**src/rtl/odt_read_sched.sv**
```systemverilog
module odt_read_sched #(
  parameter int CFG_W = 5,
  parameter int HIST  = 32
) (
  input  logic             clk,
  input  logic             rst_n,
  input  logic [CFG_W-1:0] cfg_al,
  input  logic [CFG_W-1:0] cfg_cl,
  input  logic [CFG_W-1:0] cfg_cwl,
  input  logic             rd_next,
  input  logic             rest_on,
  output logic             odt,
  output logic [CFG_W:0]   rl,
  output logic [CFG_W:0]   odtl
);

  localparam int SW = $clog2(HIST + 1);

  assign rl   = {1'b0, cfg_al} + {1'b0, cfg_cl};
  assign odtl = {1'b0, cfg_cwl} + {1'b0, cfg_al} - (CFG_W+1)'(2);

  int gap, off_k, on_k;
  always_comb begin
    gap   = int'(cfg_cl) - int'(cfg_cwl);
    off_k = (gap < 0) ? 0 : gap;
    on_k  = gap + 7;
    if (on_k < 1)    on_k = 1;
    if (on_k > HIST) on_k = HIST;
  end

  logic [HIST-2:0] hist;
  logic [HIST-1:0] hist_n, mask;
  assign hist_n = {hist, rd_next};

  for (genvar i = 0; i < HIST; i++) begin : g_mask
    assign mask[i] = (i >= off_k) && (i < on_k);
  end

  always_ff @(posedge clk) begin
    if (!rst_n) begin
      hist <= '0;
      odt  <= 1'b0;
    end else begin
      hist <= hist_n[HIST-2:0];
      odt  <= rest_on & ~|(hist_n & mask);
    end
  end

  // cycles since the latest read, kept apart from the history vector
  logic [SW-1:0] since;
  always_ff @(posedge clk) begin
    if (!rst_n)                since <= SW'(HIST);
    else if (rd_next)          since <= '0;
    else if (since != SW'(HIST)) since <= since + 1'b1;
  end

  AST_WINDOW_LOW: assert property (@(posedge clk) disable iff (!rst_n)
    (int'(since) >= off_k && int'(since) < on_k) |-> !odt);
  AST_CLAMP_START: assert property (@(posedge clk) disable iff (!rst_n)
    (rd_next && cfg_cl <= cfg_cwl) |=> !odt);
  AST_REST_LOW: assert property (@(posedge clk) disable iff (!rst_n)
    !rest_on |=> !odt);
  AST_RISE_NEEDS_REST: assert property (@(posedge clk) disable iff (!rst_n)
    $rose(odt) |-> $past(rest_on));

endmodule

```
**config.mk**
```make
export PLATFORM = sky130hd
export DESIGN_NAME = odt_read_sched
export DESIGN_NICKNAME = d
export VERILOG_FILES = /design/src/rtl/odt_read_sched.sv
export SDC_FILE = /design/constraint.sdc
export NUM_CORES = 1
export LEC_CHECK = 0
export BUFFER_PORTS_ARGS = -buffer_cell sky130_fd_sc_hd__buf_2
export CAP_MARGIN = 10
export CORE_ASPECT_RATIO = 0.5
export CORE_MARGIN = 8
export CORE_UTILIZATION = 38
export CTS_CLUSTER_SIZE = 25
export DETAILED_ROUTE_END_ITERATION = 10
export GPL_ROUTABILITY_DRIVEN = 0
export PLACE_DENSITY = 0.53
export SETUP_SLACK_MARGIN = 0.4
export SYNTH_ARGS = -nofsm -noshare
export SYNTH_HDL_FRONTEND = slang
export SYNTH_SLANG_ARGS = --single-unit
export TNS_END_PERCENT = 30
```
**constraint.sdc**
```tcl
create_clock -name clk -period 4.3 [get_ports clk]
set_input_delay 0.86 -clock clk [delete_from_list [all_inputs] [get_ports clk]]
set_output_delay 0.86 -clock clk [all_outputs]
set_load 0.01 [all_outputs]
```
==> results of run 1 <==
layout by cell type (no fill, tap or decap), drive strengths merged, types with 2 or more instances in the layout:
cell / count
o32ai: 3
fa: 3
inv: 31
o2111ai: 2
a21oi: 22
nor2: 15
a41oi: 3
o21bai: 2
o211ai: 7
nor3: 6
and2: 33
xnor2: 12
o22ai: 2
nand3: 10
a21o: 8
a2bb2oi: 2
o221ai: 4
nor4: 4
o311ai: 2
buf: 46
ha: 20
o21a: 2
o31a: 2
clkbuf: 6
nand4: 5
dfxtp: 32
a31oi: 8
and3: 3
a22oi: 4
nand2b: 3
o21ai: 23
nand2: 20
xor2: 4
cell type report:
class                           count  area [sq um]  area share
Inverter                           31           116      0.0361
Clock inverter                      2          35.0      0.0109
Timing Repair Buffer               46           280      0.0871
Sequential cell                    32           641       0.199
Tap cell                           92           115      0.0358
Multi-Input combinational cell    251          1900       0.591
Clock buffer                        6           129      0.0400
registers in the layout, indices dropped and copies added (netlist names):
| name | count |
|---|---|
| odt | 1 |
| hist | 31 |
stage by stage:
| stage | instance area, sq um | cells | utilization |
|---|---|---|---|
| 6_report | 3220 | 460 | 0.475 |
| 2_1_floorplan | 2710 | 329 | - |
| 5_1_grt | 3220 | 460 | 0.475 |
| 4_1_cts | 3120 | 453 | 0.460 |
| 3_5_place_dp | 2960 | 445 | 0.436 |
| 3_3_place_gp | 2960 | 445 | 0.436 |
metal layers:
metal | up-vias | part of all wire | track usage
met5 | - | 0 | 0
met4 | 0 | 0.033 | 0.0659
met1 | 1223 | 0.47 | 0.211
met2 | 166 | 0.39 | 0.230
met3 | 40 | 0.11 | 0.0428
li1 | 1267 | - | -
kinds of logic (layout without fill, tap and decap cells):
logic type	Yosys count	in the layout
xor gates and xnor gates	15	16
and+or+nand+nor	104	104
AOI/OAI and AO/OA	107	107
buffers and inverters	47	85
DFF	32	32
adders and majority gates	24	24
worst min path at each step:
stage | cells after the start | endpoint | slack (ps) | start
2_1_floorplan | 1 | hist[20] | 420 | hist[19]
3_3_place_gp | 1 | hist[4] | 440 | hist[3]
3_5_place_dp | 1 | hist[4] | 440 | hist[3]
4_1_cts | 1 | hist[4] | 450 | hist[3]
5_1_grt | 1 | hist[6] | 470 | hist[5]
6_report | 1 | hist[4] | 450 | hist[3]
worst max-delay path, delay by kind of cell:
kind,cells,cell delay (ps)
XOR/XNOR,1,320
buffers and inverters,3,360
AND/OR/NAND/NOR,3,530
adder cells (fa/ha/maj),2,710
AO/OA/AOI/OAI,5,1170
repair_timing:
action                     CTS  global route
hold endpoints to repair     0             0
resized for setup            0             6
setup buffers                0             6
setup endpoints to repair    0             1
power by group through the flow:
stage                     clock (mW)  sequential [mW]  combinational [mW]
after floorplan                    0            0.307               0.329
after global placement             0            0.307               0.457
after detailed placement           0            0.307               0.452
after CTS                      0.405            0.301               0.456
after global routing           0.415            0.301               0.546
final                          0.397            0.301               0.506
==> impl_metrics.env, run 1 <==
export IMPL_maxSlewViolCount=0
export IMPL_fin_crit_sh=0.878
export IMPL_synth_avg_cell_area_sq_um=8.23
export IMPL_r2r_setup_slack_ps=2580
export IMPL_yosysTopAreaCell="dfxtp_1"
export IMPL_die_x_um=135
export IMPL_ant_nets=0
export IMPL_cp_required_ps=4480
export IMPL_crit_top_cell="o21ai_0"
export IMPL_internal_power_uw=757
export IMPL_switching_share=0.371
export IMPL_yosysWarnings=0
export IMPL_cp_end_kind="flip-flop"
export IMPL_r2r_end="odt"
export IMPL_synth_top_family_by_area="compound AO/OA/AOI/OAI gates"
export IMPL_drtIter0Drc=241
export IMPL_cts_max_level=2
export IMPL_wl_per_cell_um=17.1
export IMPL_p_seq_frac=0.250
export IMPL_root_buffer="clkbuf_16"
export IMPL_dieArea_sq_um=10200
export IMPL_switching_power_uw=446
export IMPL_setup_ws_ps=524
export IMPL_synth_top_area_share=0.237
export IMPL_drc_errors=0
export IMPL_die_y_um=75.7
export IMPL_startpoint="cfg_cl[0]"
export IMPL_status="finished clean"
export IMPL_timing_final_crit_period_ps=3780
export IMPL_synth_simple_area_share=0.219
export IMPL_clockBufferDepth=2
export IMPL_cp_max_fo=11
export IMPL_grt_use_total=0.156
export IMPL_clockPowerShare=0.330
export IMPL_rsz0062_at_grt="false"
export IMPL_ios=32
export IMPL_crit_end="odt"
export IMPL_reg2regPathDepth=7
export IMPL_p_per_area_nw_per_um2=374
export IMPL_setup_tns_ps=0
export IMPL_cts_tree="done"
export IMPL_antenna_found_initial=0
export IMPL_first_global_vias=2617
export IMPL_worst_pin_slew_ps=707
export IMPL_syn2layout_area_growth_pct=18.9
export IMPL_fin_skew_ps=2.69
export IMPL_n_antenna_cell=0
export IMPL_crit_path_cell_trace="buf_2 -> inv_1 -> ha_1 -> fa_1 -> nand2b_4 -> a21oi_4 -> xor2_4 -> nand2_1 -> buf_4 -> o21ai_0 -> o21ai_0 -> o211ai_1 -> a41oi_1 -> nor4_2"
export IMPL_slew_headroom=0.527
export IMPL_rows=21
export IMPL_n_fill_cell=660
export IMPL_max_freq_ghz=0.265
export IMPL_synth_seq_cells=32
export IMPL_dp_slack_ps=127
export IMPL_synth_nets=371
export IMPL_hold_viol_final=0
export IMPL_setup_violations=0
export IMPL_whs_ps=448
export IMPL_viasPerCell=5.86
export IMPL_total_power_mw=1.20
export IMPL_ir_drop_mv=0.141
export IMPL_worst_r2r_startpoint="hist[15]"
export IMPL_nets=409
export IMPL_core_sq_um=6780
export IMPL_p_comb_frac=0.420
export IMPL_cpPeakStageDelay_ps=490
export IMPL_synth_distinct_cells=65
export IMPL_grt_pass1_wl_um=12800
export IMPL_critPathKind="input port to flip-flop"
export IMPL_numCtsBuffers=5
export IMPL_vias=2696
export IMPL_hold_buffers=0
export IMPL_synth_area_sq_um=2710
export IMPL_synth_edf_count=0
export IMPL_routed_wl_um=7880
export IMPL_synthMuxAreaShare=0
export IMPL_critPathSlowestCell="fa_1"
export IMPL_ys_async_sr_fraction=0
export IMPL_grt_overflow_total=0
export IMPL_synth_cells=329
export IMPL_netlist_top_cells_area="dfxtp_1 (24%), ha_1 (9.2%), and2_1 (7.6%)"
export IMPL_synthTopCellsByCount="and2_1 (33), dfxtp_1 (32), inv_1 (31), o21ai_0 (22), a21oi_1 (21)"
export IMPL_dr_pass1_iters=6
export IMPL_yosys_most_used_dff="dfxtp_1"
export IMPL_clk_latency_ps=280
export IMPL_synth_xor_area_frac=0.0665
export IMPL_initial_core_util=0.399
export IMPL_dp_hpwl_um=5980
export IMPL_drive_above_1_share=0.217
export IMPL_clkTransAtPathRegs_ps=50
export IMPL_grt_max_degree=33
export IMPL_min_path_type="flip-flop to flip-flop"
export IMPL_yosysSeqAreaShare=0.237
export IMPL_cp_arrival_ps=3960
export IMPL_synth_most_common_cell="and2_1"
export IMPL_maxCapViolCount=0
export IMPL_crit_path_start_kind="input port"
export IMPL_p_leak_nw=1.38
export IMPL_synth_compound_area_frac=0.283
export IMPL_cts_sinks=32
export IMPL_port_buffer_count=31
export IMPL_synth_fa_ha_area_frac=0.118
Note: power is estimated with default switching activity, not from simulation.
==> run 2: changes to the inputs <==
- GPL_TIMING_DRIVEN: unset -> 0
- RECOVER_POWER: unset -> 50
==> impl_metrics.env, run 2 (synthesis results as in run 1) <==
export IMPL_worst_pin_slew_ps=799
export IMPL_maxSlewViolCount=0
export IMPL_p_comb_frac=0.423
export IMPL_internal_power_uw=692
export IMPL_startpoint="cfg_cl[0]"
export IMPL_initial_core_util=0.399
export IMPL_status="finished clean"
export IMPL_cp_max_fo=9
export IMPL_viasPerCell=5.89
export IMPL_routed_wl_um=8310
export IMPL_wl_per_cell_um=18.1
export IMPL_critPathKind="input port to flip-flop"
export IMPL_min_path_type="flip-flop to flip-flop"
export IMPL_final_common_cell="buf_2"
export IMPL_post_cts_buffers=0
export IMPL_slew_headroom=0.463
export IMPL_top_register="hist"
export IMPL_first_global_vias=2602
export IMPL_switching_share=0.396
export IMPL_cts_tree="done"
export IMPL_switching_power_uw=454
export IMPL_drtIter0Drc=262
export IMPL_cts_max_level=2
export IMPL_dr_pass1_iters=5
export IMPL_cp_required_ps=4460
export IMPL_die_x_um=135
export IMPL_hold_viol_final=0
export IMPL_rows=21
export IMPL_clk_latency_ps=280
export IMPL_ir_drop_mv=0.143
export IMPL_layout_top_registers="hist x31, odt x1"
export IMPL_root_buffer="clkbuf_16"
export IMPL_grt_use_total=0.165
export IMPL_fin_crit_sh=0.886
export IMPL_rsz0062_at_grt="false"
export IMPL_numCtsBuffers=5
export IMPL_place_area_sq_um=2980
export IMPL_grt_pass1_wl_um=13400
export IMPL_maxCapViolCount=0
export IMPL_die_y_um=75.7
export IMPL_largest_register_ffs=31
export IMPL_setup_violations=0
export IMPL_worst_r2r_startpoint="hist[15]"
export IMPL_dieArea_sq_um=10200
export IMPL_port_buffer_count=31
export IMPL_p_per_area_nw_per_um2=364
export IMPL_syn2layout_area_growth_pct=16.4
export IMPL_p_seq_frac=0.263
export IMPL_drc_errors=0
export IMPL_clockPowerShare=0.315
export IMPL_ant_nets=0
export IMPL_grt_overflow_total=0
export IMPL_cts_sinks=32
export IMPL_n_antenna_cell=0
export IMPL_dp_slack_ps=28.6
export IMPL_clkTransAtPathRegs_ps=60
export IMPL_ios=32
export IMPL_timing_final_crit_period_ps=3810
export IMPL_cp_end_kind="flip-flop"
export IMPL_fin_skew_ps=6.01
export IMPL_p_leak_nw=1.32
export IMPL_grt_max_degree=11
export IMPL_final_cell_mix="buf_2 (33), dfxtp_1 (32), inv_1 (30)"
export IMPL_core_sq_um=6780
export IMPL_dp_hpwl_um=6390
export IMPL_clockBufferDepth=2
export IMPL_antenna_found_initial=0
export IMPL_min_from="hist[2]"
export IMPL_drive_above_1_share=0.193
export IMPL_setup_ws_ps=490
export IMPL_vias=2709
export IMPL_fin_area_sq_um=3150
export IMPL_max_freq_ghz=0.262
export IMPL_crit_path_start_kind="input port"
export IMPL_n_fill_cell=665
export IMPL_cp_arrival_ps=3970
export IMPL_nets=409
-- run 2: cell count changes in the layout (fill, tap and decap cells not counted), sizes merged --
cell / before / now
clkinv: 1 / 0
clkinvlp: 0 / 1
bufinv: 1 / 0
clkbuf: 6 / 15
xor2: 4 / 3
buf: 46 / 39
-- run 2: critical path: stages --
cell,delay (ps)
buf_2,90
inv_1,40
ha_1,210
fa_1,490
xor2_2,540
nand3_2,280
a21o_1,290
a31oi_1,320
nor2_1,140
nor3b_1,270
nor4_2,90
a41oi_1,300
nor4_2,60
-- run 2: cell type report --
type	instances	area, sq um	share of cell area
Multi-Input combinational cell	250	1880	0.598
Sequential cell	32	641	0.203
Timing Repair Buffer	31	154	0.0488
Clock buffer	7	143	0.0453
Inverter	31	116	0.0369
Tap cell	92	115	0.0365
Buffer	16	91.3	0.0290
Clock inverter	1	7.51	0.00238
-- run 2: worst paths after layout --
check / depth (start not counted) / slack [ps] / to
max: 13 / 490 / odt
min: 1 / 460 / hist[3]
max reg2reg: 7 / 2570 / odt
min reg2reg: 1 / 460 / hist[3]
-- run 2: layer usage --
metal / global-route usage / vias up / share of wire
li1: - / 1270 / -
met1: 0.231 / 1234 / 0.48
met2: 0.241 / 179 / 0.39
met3: 0.0395 / 26 / 0.10
met4: 0.0598 / 0 / 0.028
met5: 0 / - / 0
-- run 2: power groups by stage --
| stage | Sequential [mW] | Clock, mW | Combinational, mW |
|---|---|---|---|
| 6_report | 0.301 | 0.361 | 0.485 |
| 3_5_place_dp | 0.307 | 0 | 0.461 |
| 5_1_grt | 0.301 | 0.372 | 0.517 |
| 2_1_floorplan | 0.307 | 0 | 0.329 |
| 3_3_place_gp | 0.307 | 0 | 0.462 |
| 4_1_cts | 0.301 | 0.362 | 0.465 |
-- run 2: what timing repair did --
| action | CTS | global route |
|---|---|---|
| pin swaps | 0 | 2 |
| resized for setup | 2 | 6 |
| endpoints found under the setup margin | 1 | 1 |
| hold buffers | 0 | 0 |
-- run 2: through the flow --
stage | power [mW] | std cells | hold WS (ps) | utilization | setup TNS (ps)
after global placement | 0.769 | 452 | 435 | 0.439 | -10.2
after floorplan | 0.636 | 329 | 423 | - | 0
final | 1.15 | 460 | 455 | 0.465 | 0
after global routing | 1.19 | 460 | 467 | 0.465 | 0
after detailed placement | 0.768 | 452 | 441 | 0.439 | 0
after CTS | 1.13 | 460 | 456 | 0.463 | 0
